### src/rtl/icu_pkg.sv
package icu_pkg;
  localparam int CNT_W = 16;

  // Edge hit for the selected polarity between two consecutive filtered levels.
  function automatic logic edge_hit(input logic lvl, input logic prev, input logic rise_sel);
    return rise_sel ? (lvl & ~prev) : (~lvl & prev);
  endfunction

  // True when every bit of a sample window agrees.
  function automatic logic window_agree(input logic [7:0] win, input int n);
    logic all1;
    logic all0;
    all1 = 1'b1;
    all0 = 1'b1;
    for (int i = 0; i < 8; i++) begin
      if (i < n) begin
        all1 = all1 & win[i];
        all0 = all0 & ~win[i];
      end
    end
    return all1 | all0;
  endfunction
endpackage

### src/rtl/icu_sync.sv
module icu_sync #(
  parameter int STAGES = 2
) (
  input  logic clk,
  input  logic rst_n,
  input  logic din,
  output logic dout
);
  logic [STAGES-1:0] chain;

  always_ff @(posedge clk) begin
    if (!rst_n) chain <= '0;
    else        chain <= {chain[STAGES-2:0], din};
  end

  assign dout = chain[STAGES-1];
endmodule

### src/rtl/icu_filter.sv
module icu_filter #(
  parameter int TAPS = 4
) (
  input  logic clk,
  input  logic rst_n,
  input  logic en,
  input  logic din,
  output logic lvl
);
  import icu_pkg::*;
  localparam int HW = TAPS - 1;

  logic [HW-1:0] hist;
  logic [7:0]    win;
  logic          agree;
  logic          filt_q;

  assign win   = 8'({hist, din});
  assign agree = window_agree(win, TAPS);

  always_ff @(posedge clk) begin
    if (!rst_n) begin
      hist   <= '0;
      filt_q <= 1'b0;
    end else begin
      hist <= {hist[HW-2:0], din};
      if (agree) filt_q <= din;
    end
  end

  assign lvl = en ? filt_q : din;

  generate
    if (TAPS == 4) begin : g_chk4
      // filtered level only moves after four agreeing samples
      p_four_agree_r3: assert property (@(posedge clk) disable iff (!rst_n)
        !$stable(filt_q) |-> ($past(din, 1) == filt_q) && ($past(din, 2) == filt_q)
                             && ($past(din, 3) == filt_q) && ($past(din, 4) == filt_q));
    end
  endgenerate
endmodule

### src/rtl/icu_edge.sv
module icu_edge (
  input  logic clk,
  input  logic rst_n,
  input  logic lvl,
  input  logic rise_sel,
  output logic hit
);
  import icu_pkg::*;
  logic prev_q;

  always_ff @(posedge clk) begin
    if (!rst_n) prev_q <= 1'b0;
    else        prev_q <= lvl;
  end

  // Compares consecutive levels only, so a polarity change alone never hits.
  assign hit = edge_hit(lvl, prev_q, rise_sel);

  // a hit always follows a level change of the selected polarity
  p_hit_polarity_r4: assert property (@(posedge clk) disable iff (!rst_n)
    hit |=> (prev_q == rise_sel));
endmodule

### src/rtl/icu_capture.sv
module icu_capture #(
  parameter int CNT_W     = icu_pkg::CNT_W,
  parameter int SYNC_STG  = 2,
  parameter int FILT_TAPS = 4
) (
  input  logic             clk,
  input  logic             rst_n,
  input  logic             cap_pin,
  input  logic [CNT_W-1:0] tmr_count,
  input  logic             filt_en,
  input  logic             edge_rise,
  input  logic             cap_inhibit,
  input  logic             irq_en,
  input  logic             flag_wr,
  input  logic             flag_clr_bit,
  input  logic             irq_ack,
  output logic [CNT_W-1:0] cap_value,
  output logic             cap_flag,
  output logic             irq
);
  logic pin_sync;
  logic filt_lvl;
  logic edge_evt;
  logic cap_fire;
  logic sw_clear;

  icu_sync #(.STAGES(SYNC_STG)) u_sync (
    .clk(clk), .rst_n(rst_n), .din(cap_pin), .dout(pin_sync));

  icu_filter #(.TAPS(FILT_TAPS)) u_filt (
    .clk(clk), .rst_n(rst_n), .en(filt_en), .din(pin_sync), .lvl(filt_lvl));

  icu_edge u_edge (
    .clk(clk), .rst_n(rst_n), .lvl(filt_lvl), .rise_sel(edge_rise), .hit(edge_evt));

  assign cap_fire = edge_evt & ~cap_inhibit;
  assign sw_clear = (flag_wr & flag_clr_bit) | irq_ack;

  always_ff @(posedge clk) begin
    if (!rst_n) begin
      cap_value <= '0;
      cap_flag  <= 1'b0;
    end else begin
      if (cap_fire) cap_value <= tmr_count;
      if (cap_fire)      cap_flag <= 1'b1;
      else if (sw_clear) cap_flag <= 1'b0;
    end
  end

  assign irq = cap_flag & irq_en;

  // a capture always leaves the flag set
  p_flag_set_r7: assert property (@(posedge clk) disable iff (!rst_n)
    cap_fire |=> cap_flag);
  // inhibit freezes the capture register
  p_inhibit_hold_r5: assert property (@(posedge clk) disable iff (!rst_n)
    cap_inhibit |=> $stable(cap_value));
  // write-one clears
  p_wr_one_clear_r7: assert property (@(posedge clk) disable iff (!rst_n)
    (flag_wr && flag_clr_bit && !cap_fire) |=> !cap_flag);
  // write-zero keeps the flag
  p_wr_zero_keep_r7: assert property (@(posedge clk) disable iff (!rst_n)
    (cap_flag && flag_wr && !flag_clr_bit && !irq_ack) |=> cap_flag);
  // acknowledge clears
  p_ack_clear_r8: assert property (@(posedge clk) disable iff (!rst_n)
    (irq_ack && !cap_fire) |=> !cap_flag);
endmodule

### config.mk
export PLATFORM = sky130hd
export DESIGN_NAME = icu_capture
export DESIGN_NICKNAME = d
export VERILOG_FILES = /design/src/rtl/icu_pkg.sv /design/src/rtl/icu_sync.sv /design/src/rtl/icu_filter.sv /design/src/rtl/icu_edge.sv /design/src/rtl/icu_capture.sv
export SDC_FILE = /design/constraint.sdc
export NUM_CORES = 1
export LEC_CHECK = 0
export ABC_AREA = 1
export BUFFER_PORTS_ARGS = -buffer_cell sky130_fd_sc_hd__buf_4
export CORE_MARGIN = 2
export CORE_UTILIZATION = 45
export DETAILED_ROUTE_END_ITERATION = 12
export PLACE_DENSITY = 0.78
export SLEW_MARGIN = 20
export SYNTH_ARGS = -nofsm -noshare
export SYNTH_HDL_FRONTEND = slang
export SYNTH_SLANG_ARGS = --single-unit
export TNS_END_PERCENT = 100
### constraint.sdc
create_clock -name clk -period 2.7 [get_ports clk]
set_clock_uncertainty 0.2 [all_clocks]
set_input_delay 0.54 -clock clk [delete_from_list [all_inputs] [get_ports clk]]
set_output_delay 0.54 -clock clk [all_outputs]
set_load 0.02 [all_outputs]
==> summary.md <==
| Metric | Value |
|---|---|
| FF-to-FF End | `cap_value[14]` |
| Placer Congestion | `0.698` |
| Relative slew slack | `0.679` |
| Vias in the first global route | `899` |
| Dominant cells by area after synthesis | `dfxtp_1 (42%), inv_1 (19%), nand2_1 (15%)` |
| CTS root buffer | `clkbuf_4` |
| Core Footprint | `2430 um2` |
| Unrepaired setup endpoints after global routing | `no` |
| Tcrit/Tclk final | `0.615` |
| Quantity of gates resized following cts | `0` |
| Commonest cells after routing, fill and taps aside | `inv_1 (57), nand2_1 (44), buf_4 (43)` |
| # clock sinks | `24` |
| Row count | `18` |
| Crit Path Class | `flip-flop to output port` |
| Fill cell count | `231` |
| Final setup viols | `0` |
| Kind of end point of the critical path | `output port` |
| Simple-gate share of the synthesized area | `0.344` |
| H-tree depth | `1` |
| Pwr per Cell Area | `480 nW/um2` |
| Yosys cell types | `16` |
| Clock latency at the later pin of the worst-skew pair | `0.31 ns` |
| Worst Setup Start Kind | `flip-flop` |
| Seq/Total Area, Yosys | `0.423` |
| Hold Crit Class | `input port to flip-flop` |
| DR DRC count | `0` |
| Total Routing Usage GR | `0.172` |
| Antenna violations before repair | `0` |
| Post-route minimum period | `1.66 ns` |
| Layout cell share with drive strength beyond 1 | `0.233` |
| CTS Buffer Depth | `2` |
| Die area | `2940 um2` |
| Hold Path End | `u_sync.chain[0]` |
| Commonest non-fill, non-tap cell in the layout | `inv_1` |
| CP max FO | `3` |
| Worst vdd ir | `353 uV` |
| WL final | `2210 um` |
| First-pass GRT wire length | `3670 um` |
| GRT overflow | `0` |
| Slew Viols, Final | `0` |
| Cell taking the most area after synthesis | `dfxtp_1` |
| Synth Area in XOR/XNOR | `0` |
| Slowest cell on crit path | `dfxtp_1` |
| FMAX | `602 MHz` |
| CTS buffer count | `3` |
| Multiplexer area fraction after synthesis | `0` |
| Antenna violation net count after detailed routing | `0` |
| Crit path DAT | `0.92 ns` |
| Reg2Reg Depth | `6` |
| Worst-path clk slew | `0.13 ns` |
| DP Wirelength | `1600 um` |
| Leak | `0.884 nW` |
| Worst-path cell chain | `nand2_1 -> inv_1 -> buf_4` |
| Setup bufs post-CTS | `0` |
| Via count | `1,047` |
| Port Buffers | `43` |
| # diodes | `0` |
| Post-synthesis adder-cell area fraction | `0` |
| Main combinational cell family by area after synthesis | `simple AND/OR/NAND/NOR gates` |
| Layout Nets | `242` |
| Max cap viols | `0` |
| Largest net degree at the start of global routing | `24` |
| First-pass DRT Iterations | `4` |
| Number of synthesized register bits | `24` |
| Ys Warns | `0` |
| Die X | `54.2 um` |
| Post-layout util | `0.623` |
| Syn avg cell area | `6.53 um2` |
| Top cell type's share of synthesized area | `0.423` |
| Cells after synthesis | `174` |
| R2r setup slk | `1.11 ns` |
| Post-DR vias/cell | `4.27` |
| Hold Path Stages | `3` |
| I/O pin total | `44` |
| CTS Hold Bufs | `0` |
| Critical path required time | `1.96 ns` |
| Status | `finished clean` |
| WL per Instance | `9.02 um` |
| Area growth syn-to-layout | `33.5%` |
| Min-Delay Startpoint | `cap_pin` |
| Initial Utilization | `0.467` |
| CP peak stage delay | `0.37 ns` |
| Post-Syn Nets | `200` |
| Worst R2R Start | `u_sync.chain[1]` |
| Die extent in y | `54.2 um` |
| TritonCTS clock tree | `done` |
| Synth Area in Compound Gates | `0.0132` |
| Slew @ Worst Pin | `0.479 ns` |
| Final Hold Fails | `0` |
| Setup_tns | `0 ns` |
| Number of DRC markers in iteration 0 | `11` |
| Synthesized area | `1140 um2` |
state kept, by name, summed over array words and instances, names as in the netlist:
signal,cells
u_edge.prev_q,1
u_sync.chain,2
u_filt.filt_q,1
cap_flag,1
cap_value,16
u_filt.hist,3
worst max-delay path by stage:
stage	start	endpoint
detailed placement	filt_en	cap_value[8]
global placement	filt_en	cap_value[6]
floorplan	edge_rise	cap_value[10]
CTS	cap_flag	irq
global route	u_sync.chain[1]	cap_value[2]
finish	cap_flag	irq
cells by family (layout without fill, tap and decap cells):
kind of cell           count (synthesis)  count (layout)
buffers and inverters                 64             105
and+or+nand+nor                       83              83
AOI/OAI and AO/OA                      3               3
DFF                                   24              24
critical path: cells and delay by family, from the launching register on:
| family | cells | cell delay (ns) |
|---|---|---|
| buffers and inverters | 2 | 0.17 |
| flip-flops | 1 | 0.37 |
| AND/OR/NAND/NOR | 1 | 0.06 |
cell type report:
cell class | instances | area (um2) | area share
Sequential cell | 24 | 480 | 0.317
Inverter | 58 | 218 | 0.144
Timing Repair Buffer | 43 | 323 | 0.213
Tap cell | 30 | 37.5 | 0.0248
Multi-Input combinational cell | 86 | 405 | 0.267
Clock buffer | 3 | 22.5 | 0.0149
Clock inverter | 1 | 30.0 | 0.0198
layer usage:
layer  wire length, um  up-vias  GRT usage
met5                 0        -          0
met4                26        0     0.0750
met3               177        4     0.0328
met2               942       34      0.273
met1              1060      423      0.226
li1                  -      586          -
through the flow:
stage,cells,power [mW],setup slack [ns],area [um2],hold WS [ns]
2_1_floorplan,174,0.427,1.13,1140,0.190
4_1_cts,245,0.733,1.02,1520,0.186
6_report,245,0.727,1.04,1520,0.194
5_1_grt,245,0.756,0.930,1520,0.194
3_5_place_dp,241,0.472,0.799,1460,0.198
3_3_place_gp,241,0.471,0.830,1460,0.197
power by group:
| group | leakage [nW] | switching (mW) | internal, mW |
|---|---|---|---|
| logic | 0.662 | 0.0487 | 0.0463 |
| clock network | 0.0279 | 0.113 | 0.150 |
| registers | 0.195 | 0.00507 | 0.364 |
| total | 0.884 | 0.167 | 0.560 |
cell usage after synthesis:
master / instances
a21oi_1: 3
buf_2: 2
buf_6: 1
clkbuf_1: 3
clkinv_1: 1
dfxtp_1: 24
inv_1: 57
nand2_1: 44
nand2_4: 1
nand3_2: 1
nand3_4: 1
nand3b_1: 1
nand4_1: 17
nor2_1: 16
nor4_1: 1
or2_1: 1
Note: power is estimated with default switching activity, not from simulation.
